File: config.mk
export PLATFORM = sky130hd
export DESIGN_NAME = pfs_prefetch
export DESIGN_NICKNAME = d
export VERILOG_FILES = /design/src/rtl/pfs_pkg.sv /design/src/rtl/pfs_train.sv /design/src/rtl/pfs_issue.sv /design/src/rtl/pfs_evcnt.sv /design/src/rtl/pfs_prefetch.sv
export SDC_FILE = /design/constraint.sdc
export NUM_CORES = 1
export LEC_CHECK = 0
export BUFFER_PORTS_ARGS = -buffer_cell sky130_fd_sc_hd__clkbuf_2
export CAP_MARGIN = 20
export CORE_UTILIZATION = 42
export DETAILED_ROUTE_END_ITERATION = 7
export GPL_TIMING_DRIVEN = 0
export SYNTH_ARGS = -nofsm -noshare
export SYNTH_HDL_FRONTEND = slang
export SYNTH_SLANG_ARGS = --single-unit
File: constraint.sdc
create_clock -name clk -period 10.2 [get_ports clk]
set_clock_uncertainty 0.05 [all_clocks]
set_input_delay 1.02 -clock clk [delete_from_list [all_inputs] [get_ports clk]]
set_output_delay 1.02 -clock clk [all_outputs]
set_load 0.005 [all_outputs]
File: src/rtl/pfs_pkg.sv
package pfs_pkg;
  // Training state of the run detector
  typedef enum logic [1:0] {
    TR_IDLE = 2'd0,  // no confirmed run
    TR_RUN  = 2'd1,  // confirmed run, next line still inside the page
    TR_HALT = 2'd2   // confirmed run, next line lies past the page end
  } tr_state_e;

  // log2 of lines per 4 KB page with 64-byte lines
  localparam int unsigned DEF_PG_OFF_W = 6;
endpackage

File: src/rtl/pfs_train.sv
module pfs_train
  import pfs_pkg::*;
#(
  parameter int unsigned LINE_AW    = 20,
  parameter int unsigned PG_OFF_W   = DEF_PG_OFF_W,
  parameter int unsigned PF_DIST    = 4,
  parameter bit          TRAIN_HITS = 1'b1
) (
  input  logic               clk,
  input  logic               rst,
  input  logic               dmd_valid,
  input  logic [LINE_AW-1:0] dmd_line,
  input  logic               dmd_hit,
  input  logic               adv,        // candidate taken this cycle
  output logic               cand_ok,
  output logic [LINE_AW-1:0] cand_line,
  output logic [LINE_AW-1:0] cur_line,
  output logic               stream_on,
  output logic               halt_evt
);
  localparam logic [LINE_AW-1:0] ONE_L  = LINE_AW'(1);
  localparam logic [LINE_AW-1:0] DIST_L = LINE_AW'(PF_DIST);

  tr_state_e          st_q, st_n;
  logic [LINE_AW-1:0] last_q, last_n;
  logic [LINE_AW-1:0] nxt_q, nxt_n, base;
  logic               have_q, have_n;
  logic               train, adj, conf_n;

  always_comb begin
    train  = dmd_valid && (TRAIN_HITS || !dmd_hit);
    base   = adv ? nxt_q + ONE_L : nxt_q;
    adj    = have_q && (dmd_line == last_q + ONE_L);
    last_n = last_q;
    have_n = have_q;
    nxt_n  = base;
    conf_n = (st_q != TR_IDLE);
    if (train) begin
      last_n = dmd_line;
      have_n = 1'b1;
      conf_n = adj;
      nxt_n  = (adj && (base > dmd_line)) ? base : dmd_line + ONE_L;
    end
    if (!conf_n)
      st_n = TR_IDLE;
    else if (nxt_n[LINE_AW-1:PG_OFF_W] != last_n[LINE_AW-1:PG_OFF_W])
      st_n = TR_HALT;
    else
      st_n = TR_RUN;
    halt_evt = (st_n == TR_HALT) && (st_q != TR_HALT);
  end

  always_ff @(posedge clk) begin
    if (rst) begin
      st_q   <= TR_IDLE;
      last_q <= '0;
      nxt_q  <= '0;
      have_q <= 1'b0;
    end else begin
      st_q   <= st_n;
      last_q <= last_n;
      nxt_q  <= nxt_n;
      have_q <= have_n;
    end
  end

  assign cand_ok   = (st_q == TR_RUN) && ((nxt_q - last_q) <= DIST_L);
  assign cand_line = nxt_q;
  assign cur_line  = last_q;
  assign stream_on = (st_q != TR_IDLE);


  resume_at_page_start_chk: assert property (@(posedge clk) disable iff (rst)
    ($past(st_q) == TR_HALT) && (st_q == TR_RUN) |-> (last_q[PG_OFF_W-1:0] == '0));
endmodule

File: src/rtl/pfs_issue.sv
module pfs_issue #(
  parameter int unsigned LINE_AW = 20
) (
  input  logic               clk,
  input  logic               rst,
  input  logic               cand_ok,
  input  logic [LINE_AW-1:0] cand_line,
  input  logic               pf_ready,
  output logic               pf_valid,
  output logic [LINE_AW-1:0] pf_line,
  output logic               adv
);
  logic               v_q;
  logic [LINE_AW-1:0] line_q;
  logic               slot_free;

  assign slot_free = !v_q || pf_ready;
  assign adv       = slot_free && cand_ok;

  always_ff @(posedge clk) begin
    if (rst) begin
      v_q    <= 1'b0;
      line_q <= '0;
    end else if (slot_free) begin
      v_q <= cand_ok;
      if (cand_ok) line_q <= cand_line;
    end
  end

  assign pf_valid = v_q;
  assign pf_line  = line_q;


  hold_stable_chk: assert property (@(posedge clk) disable iff (rst)
    pf_valid && !pf_ready |=> pf_valid && $stable(pf_line));
endmodule

File: src/rtl/pfs_evcnt.sv
module pfs_evcnt #(
  parameter int unsigned CNT_W = 16
) (
  input  logic             clk,
  input  logic             rst,
  input  logic             inc,
  output logic [CNT_W-1:0] cnt
);
  always_ff @(posedge clk) begin
    if (rst)      cnt <= '0;
    else if (inc) cnt <= cnt + CNT_W'(1);
  end
endmodule

File: src/rtl/pfs_prefetch.sv
module pfs_prefetch
  import pfs_pkg::*;
#(
  parameter int unsigned LINE_AW    = 20,
  parameter int unsigned PG_OFF_W   = DEF_PG_OFF_W,
  parameter int unsigned PF_DIST    = 4,
  parameter int unsigned CNT_W      = 16,
  parameter bit          TRAIN_HITS = 1'b1
) (
  input  logic               clk,
  input  logic               rst,
  input  logic               dmd_valid,
  input  logic [LINE_AW-1:0] dmd_line,
  input  logic               dmd_hit,
  input  logic               pf_ready,
  output logic               pf_valid,
  output logic [LINE_AW-1:0] pf_line,
  output logic [CNT_W-1:0]   pf_issued_cnt,
  output logic [CNT_W-1:0]   pf_halt_cnt
);
  localparam int unsigned NUM_EV = 2;
  localparam logic [LINE_AW-1:0] DIST_L = LINE_AW'(PF_DIST);

  logic               cand_ok, adv, stream_on, halt_evt;
  logic [LINE_AW-1:0] cand_line, cur_line;

  pfs_train #(
    .LINE_AW(LINE_AW), .PG_OFF_W(PG_OFF_W),
    .PF_DIST(PF_DIST), .TRAIN_HITS(TRAIN_HITS)
  ) u_train (
    .clk(clk), .rst(rst),
    .dmd_valid(dmd_valid), .dmd_line(dmd_line), .dmd_hit(dmd_hit),
    .adv(adv), .cand_ok(cand_ok), .cand_line(cand_line),
    .cur_line(cur_line), .stream_on(stream_on), .halt_evt(halt_evt)
  );

  pfs_issue #(.LINE_AW(LINE_AW)) u_issue (
    .clk(clk), .rst(rst),
    .cand_ok(cand_ok), .cand_line(cand_line),
    .pf_ready(pf_ready), .pf_valid(pf_valid), .pf_line(pf_line),
    .adv(adv)
  );

  logic [NUM_EV-1:0] ev_inc;
  logic [CNT_W-1:0]  ev_cnt [NUM_EV];
  assign ev_inc = {halt_evt, pf_valid & pf_ready};

  for (genvar gi = 0; gi < NUM_EV; gi++) begin : g_cnt
    pfs_evcnt #(.CNT_W(CNT_W)) u_cnt (
      .clk(clk), .rst(rst), .inc(ev_inc[gi]), .cnt(ev_cnt[gi])
    );
  end

  assign pf_issued_cnt = ev_cnt[0];
  assign pf_halt_cnt   = ev_cnt[1];


  no_run_quiet_chk: assert property (@(posedge clk) disable iff (rst)
    !stream_on && !pf_valid |=> !pf_valid);


  same_page_chk: assert property (@(posedge clk) disable iff (rst)
    pf_valid && (!$past(pf_valid) || $past(pf_ready))
    |-> pf_line[LINE_AW-1:PG_OFF_W] == $past(cur_line[LINE_AW-1:PG_OFF_W]));


  window_chk: assert property (@(posedge clk) disable iff (rst)
    pf_valid && (!$past(pf_valid) || $past(pf_ready))
    |-> (pf_line > $past(cur_line)) && ((pf_line - $past(cur_line)) <= DIST_L));
endmodule

# After elaboration in Yosys (flattened, before gate mapping)
# Index checks and enable logic that the tools add are counted.
[word_totals]
register_bits = 96
output_inout_bits = 53
wordCells = 39
inputBits = 25
[op_classes]
magnitude_cmp = 2
n_eq_ne = 5
reduce_logical = 9
bitwise_logic = 1
n_mux = 7
n_addsub = 6
[op_table]
columns = ["cell", "n"]
rows = [
  ["$mux 20", 4],
  ["$add 20x1->20 const B", 3],
  ["$add 16x1->16 const B", 2],
  ["$eq 20x20->1", 1],
  ["$gt 20x20->1", 1],
  ["$le 20x3->1 const B", 1],
  ["$sub 20x20->20", 1],
  ["$ne 14x14->1", 1],
  ["$logic_and 1x1->1", 5],
  ["$mux 2", 2],
  ["$eq 2x1->1 const B", 1],
  ["$eq 2x2->1 const B", 1],
  ["$ne 2x2->1 const B", 1],
  ["$reduce_and 2->1", 1],
  ["$reduce_bool 2->1", 1],
  ["$and 1x1->1", 1],
  ["$logic_not 1->1", 1],
  ["$logic_or 1x1->1", 1],
  ["$mux 1", 1],
]

# Logic depth before layout (Yosys ltp)
# Gate-level depths: netlist of run 1.
[logic_depth]
depth_word = 14
ltp_mapped = 34
depth_no_buf = 27

# Cells and area by module
# From an unflattened synthesis of run 1, not the netlist that was laid out.
[hier_totals]
cells_unflattened = 874
hier_area_um2 = 7243.2
[modules_own_cells]
columns = ["mod", "instances", "cells_each", "area_each_um2", "seq_area_each_um2"]
rows = [
  ["pfs_train", 1, 616, 4775.8, 860.8],
  ["pfs_evcnt", 2, 83, 757.0, 320.3],
  ["pfs_issue", 1, 91, 947.2, 420.4],
  ["pfs_prefetch", 1, 1, 6.3, 0.0],
]

# Worst setup path before layout of run 1
# Ideal clock, no wire load.
[synth_path]
path_kind = "reg2reg"
from = "reg u_train.last_q[10], in the netlist u_train.cur_line[10]"
to = "reg g_cnt[1].u_cnt.cnt[14]"
path_slack_ns = 3.166
setup_ns = 0.070
n_path_buf = 6
synth_period_minus_slack_ns = 7.034
path_stages_with_launch = 33
t_arrival_ns = 6.914
required_ns = 10.080
cell_sequence = "dfxtp_1 > inv_1 > ha_1 > buf_2 > nor2b_4 > a2111oi_4 > o221ai_1 > a311o_1 > or4_1 > or4b_1 > clkbuf_1 > or2_1 > buf_4 > buf_4 > nor2_1 > nand2_1 > nor2_1 > xor2_1 > ha_1 > nand4_1 > nor2_1 > a221o_1 > o21a_1 > o22ai_1 > o31a_1 > clkbuf_1 > mux2_2 > xnor2_1 > nor2_1 > and4b_4 > buf_6 > or4_1 > a21oi_1"
[synth_via]
elab_chain_cells = 14
word_cells_on_any_way = 19
classes_between = "add/sub: 2; order compare: 2; eq/ne: 3; mux: 7; reduce/logical: 5"
[synth_rtl]
columns = ["element", "line", "rtl"]
rows = [
  ["start: declaration", "pfs_train.sv:25", "logic [LINE_AW-1:0] last_q, last_n;"],
  ["start signal: assignment", "pfs_train.sv:61", "last_q <= last_n;"],
  ["$sub 20x20->20", "pfs_train.sv:67", "assign cand_ok = (st_q == TR_RUN) && ((nxt_q - last_q) <= DIST_L);"],
  ["$le 20x3->1", "pfs_train.sv:67", ""],
  ["$logic_and 1x1->1", "pfs_train.sv:67", ""],
  ["$logic_and 1x1->1", "pfs_issue.sv:18", "assign adv = slot_free && cand_ok;"],
  ["$mux 20", "pfs_train.sv:32", "base = adv ? nxt_q + ONE_L : nxt_q;"],
  ["$gt 20x20->1", "pfs_train.sv:42", "nxt_n = (adj && (base > dmd_line)) ? base : dmd_line + ONE_L;"],
  ["$logic_and 1x1->1", "pfs_train.sv:42", ""],
  ["$mux 20", "pfs_train.sv:42", ""],
  ["$mux 20", "pfs_train.sv:38", "if (train) begin"],
  ["$ne 14x14->1", "pfs_train.sv:46", "else if (nxt_n[LINE_AW-1:PG_OFF_W] != last_n[LINE_AW-1:PG_OFF_W])"],
  ["$mux 2", "pfs_train.sv:46", ""],
  ["$mux 2 *", "pfs_train.sv:44", "if (!conf_n)"],
  ["$eq 2x2->1 *", "pfs_train.sv:50", "halt_evt = (st_n == TR_HALT) && (st_q != TR_HALT);"],
  ["$logic_and 1x1->1 *", "pfs_train.sv:50", ""],
  ["end signal: assignment", "pfs_evcnt.sv:11", "else if (inc) cnt <= cnt + CNT_W'(1);"],
  ["end: declaration", "pfs_evcnt.sv:7", "output logic [CNT_W-1:0] cnt"],
]
# Every way passes the cells marked *; elsewhere a longest branch is shown, timed or not.
# A chain may end at the register's enable or synchronous reset.

# Worst setup path after layout of run 1
# Ends and elaborated chain as after synthesis.

==> impl_metrics.env, run 1 <==
export IMPL_cts_path_max_buffers=2
export IMPL_internal_power_w=0.000658
export IMPL_critical_path_max_stage_delay_ns=0.49
export IMPL_p_sw_w=0.000344
export IMPL_path_clk_slew_ns=0.08
export IMPL_grt_pass1_wl_um=33500
export IMPL_setup_ws_ns=1.52
export IMPL_clkLatencyLatePin_ns=0.36
export IMPL_drtIter0Drc=464
export IMPL_drt_wl_total_um=21600
export IMPL_p_leak_nw=3.63
export IMPL_drive_above_1_share=0.126
export IMPL_gp_congestion=0.915
export IMPL_wl_per_cell_um=17.2
export IMPL_diodes=0
export IMPL_synth_most_common_cell="nor2_1"
export IMPL_place_ws_ns=1.69
export IMPL_start_util=0.431
export IMPL_power_density_nw_per_um2=119
export IMPL_period_minus_slack_ns=8.68
export IMPL_fp_dieH_um=135
export IMPL_fillCellCount=1815
export IMPL_syn_area_per_cell_um2=7.92
export IMPL_crit_top_cell="nor2_1"
export IMPL_async_flop_share=0
export IMPL_reg2reg_from="u_train.cur_line[10]"
export IMPL_worstSetupEndpointType="flip-flop"
export IMPL_placed_cell_area_um2=8090
export IMPL_total_power_w=0.00100
export IMPL_power_frac_seq=0.403
export IMPL_finalSetupViolations=0
export IMPL_yosysSeqAreaShare=0.258
export IMPL_hold_buffers=0
export IMPL_slew_headroom=0.486
export IMPL_io_pins=78
export IMPL_crit_start="u_train.cur_line[10]"
export IMPL_track_usage=0.238
export IMPL_placement_rows=48
export IMPL_drtAntennaViolNets=0
export IMPL_clock_root_buffer="clkbuf_16"
export IMPL_cp_data_arrival_time_ns=8.90
export IMPL_vias=6929
export IMPL_tightestPinTransition_ns=0.771
export IMPL_syn_inst=942
export IMPL_antenna_found_initial=0
export IMPL_dpl_hpwl_um=17100
export IMPL_yosys_register_bits=96
export IMPL_crit_required_ns=10.42
export IMPL_synth_top_flop_cell="dfxtp_1"
export IMPL_core_area_um2=17300
export IMPL_r2r_end="g_cnt[1].u_cnt.cnt[14]"
export IMPL_worstSetupPathType="reg -> reg"
export IMPL_synth_top_area_frac=0.258
export IMPL_fin_crit_sh=0.851
export IMPL_finalInstanceArea_um2=8380
export IMPL_endpoint="g_cnt[1].u_cnt.cnt[14]"
export IMPL_ff2ff_setup_slack_ns=1.52
export IMPL_grt_overflow_total=0
export IMPL_cp_max_fo=10
export IMPL_drt_first_pass_iters=5
export IMPL_dieArea_um2=18300
export IMPL_final_setup_tns_ns=0
export IMPL_max_freq_mhz=115
export IMPL_worstSetupStartpointType="flip-flop"
export IMPL_syn_area_um2=7460
export IMPL_swShare=0.343
export IMPL_status="finished, final reports clean"
export IMPL_p_comb_frac=0.255
export IMPL_die_w_um=135
export IMPL_p_clk_frac=0.341
export IMPL_synth_cell_types=76
export IMPL_post_cts_resized=0
export IMPL_syn_to_final_growth_pct=12.4
export IMPL_critPathSlowestCell="or4b_1"
export IMPL_maxCapViolations=0
export IMPL_drv_slew=0
export IMPL_drc=0
export IMPL_port_buffers=71
export IMPL_rsz0062_at_grt="false"
export IMPL_via_per_inst=5.53
export IMPL_synth_edf_count=0
export IMPL_synth_area_leaders="dfxtp_1, ha_1, nor2_1, xnor2_1, mux2i_1"
export IMPL_cts_inserted_buffers=9
export IMPL_clock_sinks=96
export IMPL_synth_nets=1011
export IMPL_synth_common_cells="nor2_1, dfxtp_1, nand2_1"
export IMPL_nNetsFinal=1093
export IMPL_cts_tree="done"
export IMPL_ys_warn_count=0
export IMPL_ir_drop_uv=78.8
export IMPL_grt_max_degree=19
export IMPL_r2r_cells=33
export IMPL_hp_class="reg -> reg"
export IMPL_grt_pass1_vias=6429
export IMPL_final_hold_viol_count=0
export IMPL_htreeDepth=3
export IMPL_hp_start="u_issue.pf_line[19]"
export IMPL_yosysTopAreaCell="dfxtp_1"
export IMPL_postCtsSetupBuffers=0
[area by class of cell]
cell class | instances | area (um^2) | share of cell area
multi-input cells | 751 | 5130 | 0.612
plain buffers | 46 | 221 | 0.0264
clock buffers | 9 | 225 | 0.0269
repair buffers | 71 | 355 | 0.0424
inverters | 49 | 184 | 0.0219
flip-flops and latches | 96 | 1920 | 0.229
well taps | 225 | 282 | 0.0336
clock inverters | 7 | 63.8 | 0.00761
[stage by stage]
step | hold WS (ns) | std cells | utilization
finish | 0.408 | 1254 | 0.485
global route | 0.426 | 1254 | 0.485
CTS | 0.411 | 1254 | 0.485
detailed placement | 0.401 | 1238 | 0.468
global placement | 0.403 | 1238 | 0.468
floorplan | 0.384 | 942 | -
[critical path: cells and delay by family (launching register included)]
kind / cells / cell delay [ns]
buffers and inverters: 8 / 1.72
flip-flops: 1 / 0.41
adder cells (fa/ha/maj): 2 / 0.59
XOR/XNOR: 2 / 0.40
AND/OR/NAND/NOR: 12 / 3.06
AO/OA/AOI/OAI: 9 / 2.35
[cells by family after synthesis]
| group | synth area share |
|---|---|
| muxes | 0.0792 |
| DFF | 0.258 |
| xor gates and xnor gates | 0.123 |
| AOI/OAI and AO/OA | 0.136 |
| adders and majority gates | 0.0738 |
| and+or+nand+nor | 0.276 |
| buffers and inverters | 0.0544 |
[sequential cells by signal (all words and copies together), names as in the netlist]
signal / count
u_issue.pf_line: 20
u_train.cur_line: 20
u_train.cand_line: 20
g_cnt.u_cnt.cnt: 32
u_train.st_q: 2
u_train.have_q: 1
u_issue.pf_valid: 1
[layer usage]
layer,track usage,up-vias,part of all wire
met4,0.0930,0,0.028
li1,-,3485,-
met3,0.0292,38,0.044
met2,0.401,206,0.47
met5,0,-,0
met1,0.308,3200,0.46
[power groups by stage]
stage                     registers [W]  clock network, W  logic (W)
after global routing           0.000406          0.000363   0.000283
after CTS                      0.000403          0.000348   0.000253
after global placement         0.000412                 0   0.000251
final                          0.000404          0.000342   0.000256
after detailed placement       0.000412                 0   0.000251
after floorplan                0.000406                 0   0.000189
[worst min-delay path by stage]
stage	to	cells after the start	slack (ns)
6_report	u_issue.pf_line[19]	2	0.41
3_3_place_gp	u_issue.pf_line[19]	2	0.40
4_1_cts	u_issue.pf_line[19]	2	0.41
3_5_place_dp	u_issue.pf_line[19]	2	0.40
5_1_grt	u_issue.pf_line[19]	2	0.43
2_1_floorplan	u_train.have_q	2	0.38
[placed cells by master (no fill, tap or decap), types with 8 or more instances in the layout]
cell type  count
clkbuf_1      27
a21oi_1       42
inv_1         49
clkbuf_16      9
and2_1        14
xnor2_1       54
clkbuf_2      71
nand3_1       48
dfxtp_1       96
buf_4          8
o21ai_0       20
xor2_1        43
nand2_1       64
or4_1         10
mux2i_1       41
a211oi_1      21
nand4_1       23
nor2_1       131
ha_1          44
nor2b_1       20
o31ai_1        9
nor3_1        29
and3_1        19
Note: power is estimated with default switching activity, not from simulation.
==> run 2, diff against run 1 <==
--- a/config.mk
+++ b/config.mk
@@ -7,9 +7,12 @@
 export LEC_CHECK = 0
 export BUFFER_PORTS_ARGS = -buffer_cell sky130_fd_sc_hd__clkbuf_2
 export CAP_MARGIN = 20
+export CELL_PAD_IN_SITES_DETAIL_PLACEMENT = 0
+export CELL_PAD_IN_SITES_GLOBAL_PLACEMENT = 1
 export CORE_UTILIZATION = 42
 export DETAILED_ROUTE_END_ITERATION = 7
 export GPL_TIMING_DRIVEN = 0
+export PLACE_DENSITY_LB_ADDON = 0.1
 export SYNTH_ARGS = -nofsm -noshare
 export SYNTH_HDL_FRONTEND = slang
 export SYNTH_SLANG_ARGS = --single-unit
==> run 2 against run 1 <==
  * First-iteration DRC count shrank 39%
  * Combinational power is essentially flat
  * Core utilization shrank 0.14 points
  * Die area is the same
  * Final cell count is the same
  * Flip-flop and latch count is the same
  * Fmax grew 0.74%
  * Clock power shrank 6%
  * Highest routed layer unchanged
==> impl_metrics.env, run 2 (synthesis results as in run 1) <==
export IMPL_ir_drop_uv=80.0
export IMPL_start_util=0.431
export IMPL_hold_buffers=0
export IMPL_regMostFlops="g_cnt.u_cnt.cnt"
export IMPL_drt_wl_total_um=22100
export IMPL_maxCapViolations=0
export IMPL_fp_dieH_um=135
export IMPL_postCtsSetupBuffers=0
export IMPL_final_cell_mix="nor2_1, dfxtp_1, clkbuf_2"
export IMPL_port_buffers=71
export IMPL_worstSetupStartpointType="flip-flop"
export IMPL_max_freq_mhz=116
export IMPL_internal_power_w=0.000653
export IMPL_gp_congestion=0.894
export IMPL_crit_required_ns=10.44
export IMPL_nNetsFinal=1093
export IMPL_cp_max_fo=10
export IMPL_clkLatencyLatePin_ns=0.36
export IMPL_p_leak_nw=3.62
export IMPL_post_cts_resized=0
export IMPL_largest_reg_flops=32
export IMPL_power_frac_seq=0.412
export IMPL_setup_ws_ns=1.58
export IMPL_track_usage=0.247
export IMPL_fin_crit_sh=0.845
export IMPL_drive_above_1_share=0.124
export IMPL_antenna_found_initial=0
export IMPL_drc=0
export IMPL_dpl_hpwl_um=17600
export IMPL_status="finished, final reports clean"
export IMPL_finalSetupViolations=0
export IMPL_drt_first_pass_iters=5
export IMPL_drtAntennaViolNets=0
export IMPL_vias=6870
export IMPL_dieArea_um2=18300
export IMPL_critPathSlowestCell="or4_1"
export IMPL_p_sw_w=0.000329
export IMPL_grt_pass1_vias=6376
export IMPL_wl_per_cell_um=17.6
export IMPL_cts_path_max_buffers=2
export IMPL_swShare=0.335
export IMPL_place_ws_ns=1.62
export IMPL_diodes=0
export IMPL_drtIter0Drc=284
export IMPL_grt_max_degree=16
export IMPL_grt_pass1_wl_um=34300
export IMPL_grt_overflow_total=0
export IMPL_r2r_cells=32
export IMPL_path_clk_slew_ns=0.07
export IMPL_slew_headroom=0.473
export IMPL_hp_class="reg -> reg"
export IMPL_drv_slew=0
export IMPL_rsz0062_at_grt="false"
export IMPL_clock_root_buffer="clkbuf_16"
export IMPL_htreeDepth=3
export IMPL_hold_depth=2
export IMPL_layout_commonest_cell="nor2_1"
export IMPL_via_per_inst=5.48
export IMPL_cts_inserted_buffers=9
export IMPL_cts_tree="done"
export IMPL_power_density_nw_per_um2=117
export IMPL_placement_rows=48
export IMPL_io_pins=78
export IMPL_tightestPinTransition_ns=0.791
export IMPL_worstSetupEndpointType="flip-flop"
export IMPL_crit_top_cell="nand2_1"
export IMPL_die_w_um=135
export IMPL_core_area_um2=17300
export IMPL_p_clk_frac=0.329
export IMPL_syn_to_final_growth_pct=12.1
export IMPL_cp_data_arrival_time_ns=8.85
export IMPL_critical_path_max_stage_delay_ns=0.51
export IMPL_p_comb_frac=0.259
export IMPL_period_minus_slack_ns=8.62
export IMPL_final_hold_viol_count=0
export IMPL_final_setup_tns_ns=0
export IMPL_worstSetupPathType="reg -> reg"
export IMPL_clock_sinks=96
[run 2: cell count changes in the layout (fill, tap and decap cells not counted)]
cell,delta
clkinvlp_4,-2
inv_8,-2
clkinv_2,+3
clkbuf_1,+2
clkinv_4,-1
[run 2: cell type report]
class                      instances  area, um^2
fill                            1830        8940
multi-input combinational        751        5130
sequential                        96        1920
timing repair buffer              71         355
tap                              225         282
clock buffer                      11         233
buffer                            46         221
inverter                          49         184
clock inverter                     5        32.5
[run 2: worst paths after layout]
check	slack, ns	end	startpoint
max	1.58	g_cnt[1].u_cnt.cnt[14]	u_train.cur_line[14]
min	0.42	u_issue.pf_line[19]	u_issue.pf_line[19]
max reg2reg	1.58	g_cnt[1].u_cnt.cnt[14]	u_train.cur_line[14]
min reg2reg	0.42	u_issue.pf_line[19]	u_issue.pf_line[19]
[run 2: worst max-delay path, delay by kind of cell (launching register included)]
family                   cells  cell delay (ns)
AND/OR/NAND/NOR             10             2.78
AO/OA/AOI/OAI               10             2.50
buffers and inverters        8             1.74
adder cells (fa/ha/maj)      2             0.60
XOR/XNOR                     2             0.45
flip-flops                   1             0.41
[run 2: stage by stage]
step / hold WS (ns) / area (um^2) / power (W) / std cells / utilization
5_1_grt: 0.443 / 8360 / 0.00103 / 1254 / 0.483
3_3_place_gp: 0.404 / 8090 / 0.000666 / 1238 / 0.468
6_report: 0.420 / 8360 / 0.000982 / 1254 / 0.483
3_5_place_dp: 0.412 / 8090 / 0.000665 / 1238 / 0.468
4_1_cts: 0.423 / 8360 / 0.000987 / 1254 / 0.483
2_1_floorplan: 0.384 / 7460 / 0.000595 / 942 / -
[run 2: layer usage]
metal | GRT usage | up-vias | routed length [um]
met1 | 0.328 | 3172 | 10500
met3 | 0.0288 | 39 | 808
met2 | 0.401 | 168 | 10000
met5 | 0 | - | 0
li1 | - | 3491 | -
met4 | 0.110 | 0 | 733
[run 2: power by group through the flow]
| stage | logic, W | clock network (W) | registers [W] |
|---|---|---|---|
| floorplan | 0.000189 | 0 | 0.000406 |
| global placement | 0.000253 | 0 | 0.000413 |
| detailed placement | 0.000252 | 0 | 0.000413 |
| CTS | 0.000254 | 0.000330 | 0.000404 |
| global route | 0.000281 | 0.000347 | 0.000406 |
| finish | 0.000255 | 0.000323 | 0.000404 |
==> run 3, diff against run 2 <==
==> constraint.sdc (replaced) <==
create_clock -name clk -period 8.8 [get_ports clk]
set_clock_uncertainty 0.05 [all_clocks]
set_input_delay 0.88 -clock clk [delete_from_list [all_inputs] [get_ports clk]]
set_output_delay 0.88 -clock clk [all_outputs]
set_load 0.005 [all_outputs]
==> run 3 against run 2 <==
  * Critical path depth unchanged
  * Worst hold slack about the same
  * Final cell count unchanged
  * Non-clock buffer count unchanged
  * Worst setup slack got worse by 1.0 ns
  * Routed wire length decreased by 0.12%
  * Critical endpoint unchanged
==> impl_metrics.env, run 3 (synthesis results as in run 1) <==
export IMPL_status="finished, final reports clean"
export IMPL_place_ws_ns=0.216
export IMPL_start_util=0.431
export IMPL_worstSetupStartpointType="flip-flop"
export IMPL_grt_busiest_layer="met2"
export IMPL_power_density_nw_per_um2=136
export IMPL_grt_pass1_vias=6376
export IMPL_path_clk_slew_ns=0.07
export IMPL_cts_inserted_buffers=9
export IMPL_grt_overflow_total=0
export IMPL_placement_rows=48
export IMPL_drtAntennaViolNets=0
export IMPL_p_leak_nw=3.63
export IMPL_worstSetupPathType="reg -> reg"
export IMPL_path_buf_inv=8
export IMPL_grt_use_met1=0.328
export IMPL_syn_to_final_growth_pct=12.1
export IMPL_largest_reg_flops=32
export IMPL_drv_slew=0
export IMPL_finalSetupViolations=0
export IMPL_cts_tree="done"
export IMPL_drtIter0Drc=282
export IMPL_drt_wl_total_um=22000
export IMPL_antenna_found_initial=0
export IMPL_crit_required_ns=9.04
export IMPL_dpl_hpwl_um=17600
export IMPL_layout_commonest_cell="nor2_1"
export IMPL_cp_top_family="simple AND/OR/NAND/NOR gates"
export IMPL_track_usage=0.247
export IMPL_vias=6873
export IMPL_postCtsSetupBuffers=0
export IMPL_port_buffers=71
export IMPL_post_cts_resized=0
export IMPL_maxCapViolations=0
export IMPL_critical_path_max_stage_delay_ns=0.51
export IMPL_nNetsFinal=1093
export IMPL_drive_above_1_share=0.126
export IMPL_io_pins=78
export IMPL_dieArea_um2=18300
export IMPL_final_hold_viol_count=0
export IMPL_drt_first_pass_iters=4
export IMPL_grt_max_degree=16
export IMPL_via_per_inst=5.48
export IMPL_drc=0
export IMPL_use_met3=0.0288
export IMPL_clock_sinks=96
export IMPL_use_met2=0.401
export IMPL_finalInstanceArea_um2=8360
export IMPL_diodes=0
export IMPL_hold_buffers=0
export IMPL_period_minus_slack_ns=8.23
export IMPL_tightestPinTransition_ns=0.791
export IMPL_grt_pass1_wl_um=34300
export IMPL_clkLatencyLatePin_ns=0.36
export IMPL_clock_root_buffer="clkbuf_16"
export IMPL_slew_headroom=0.473
export IMPL_regMostFlops="g_cnt.u_cnt.cnt"
export IMPL_die_w_um=135
export IMPL_setup_ws_ns=0.568
export IMPL_ir_drop_uv=92.7
export IMPL_htreeDepth=3
export IMPL_fin_crit_sh=0.935
export IMPL_final_cell_mix="nor2_1, dfxtp_1, clkbuf_2"
export IMPL_gp_congestion=0.894
export IMPL_fp_dieH_um=135
export IMPL_placed_cell_area_um2=8090
export IMPL_cp_data_arrival_time_ns=8.47
export IMPL_worstSetupEndpointType="flip-flop"
export IMPL_total_power_w=0.00114
export IMPL_critPathSlowestCell="or4_1"
export IMPL_cp_max_fo=10
export IMPL_final_setup_tns_ns=0
export IMPL_hp_class="reg -> reg"
export IMPL_crit_top_cell="nand2_1"
export IMPL_cts_path_max_buffers=2
export IMPL_rsz0062_at_grt="false"
export IMPL_wl_per_cell_um=17.6
export IMPL_core_area_um2=17300
export IMPL_max_freq_mhz=121
[run 3: cell counts in the layout (fill, tap and decap cells not counted)]
Identical to the previous run, type by type.
[run 3: final timing paths]
path	startpoint	endpoint	slack, ns	depth (start not counted)
setup / recovery	u_train.cur_line[14]	g_cnt[1].u_cnt.cnt[14]	0.57	32
hold / removal	u_issue.pf_line[19]	u_issue.pf_line[19]	0.42	2
setup reg to reg	u_train.cur_line[14]	g_cnt[1].u_cnt.cnt[14]	0.57	32
hold reg to reg	u_issue.pf_line[19]	u_issue.pf_line[19]	0.42	2
[run 3: power by group]
part	internal [W]	switching [W]	leakage [nW]	total (W)
combinational	0.000117	0.000178	2.71	0.000295
clock	0.000192	0.000182	0.134	0.000374
sequential	0.000447	0.0000210	0.783	0.000468
total	0.000757	0.000381	3.63	0.00114
[run 3: final cells by class]
type                    count  area, um^2
multi-input cells         751        5130
fillers                  1832        8930
well taps                 225         282
clock buffers              11         233
flip-flops and latches     96        1920
inverters                  49         184
plain buffers              46         223
repair buffers             71         355
clock inverters             5        32.5
[run 3: metrics by stage]
| step | utilization | hold slack [ns] | std cells |
|---|---|---|---|
| after detailed placement | 0.468 | 0.412 | 1238 |
| after floorplan | - | 0.384 | 942 |
| final | 0.484 | 0.420 | 1254 |
| after global placement | 0.468 | 0.404 | 1238 |
| after CTS | 0.483 | 0.423 | 1254 |
| after global routing | 0.484 | 0.443 | 1254 |
[run 3: worst register-to-register path: cells and delay by family, from the launching register on]
family | cells | cell delay (ns)
fa+ha+maj | 2 | 0.60
buf+inv | 8 | 1.51
xor+xnor | 2 | 0.44
flops | 1 | 0.41
simple gates | 10 | 2.68
compound gates | 10 | 2.47
[run 3: per-layer routing]
| layer | part of all wire | up-vias |
|---|---|---|
| li1 | - | 3486 |
| met1 | 0.47 | 3167 |
| met2 | 0.45 | 181 |
| met3 | 0.040 | 39 |
| met4 | 0.033 | 0 |
| met5 | 0 | - |
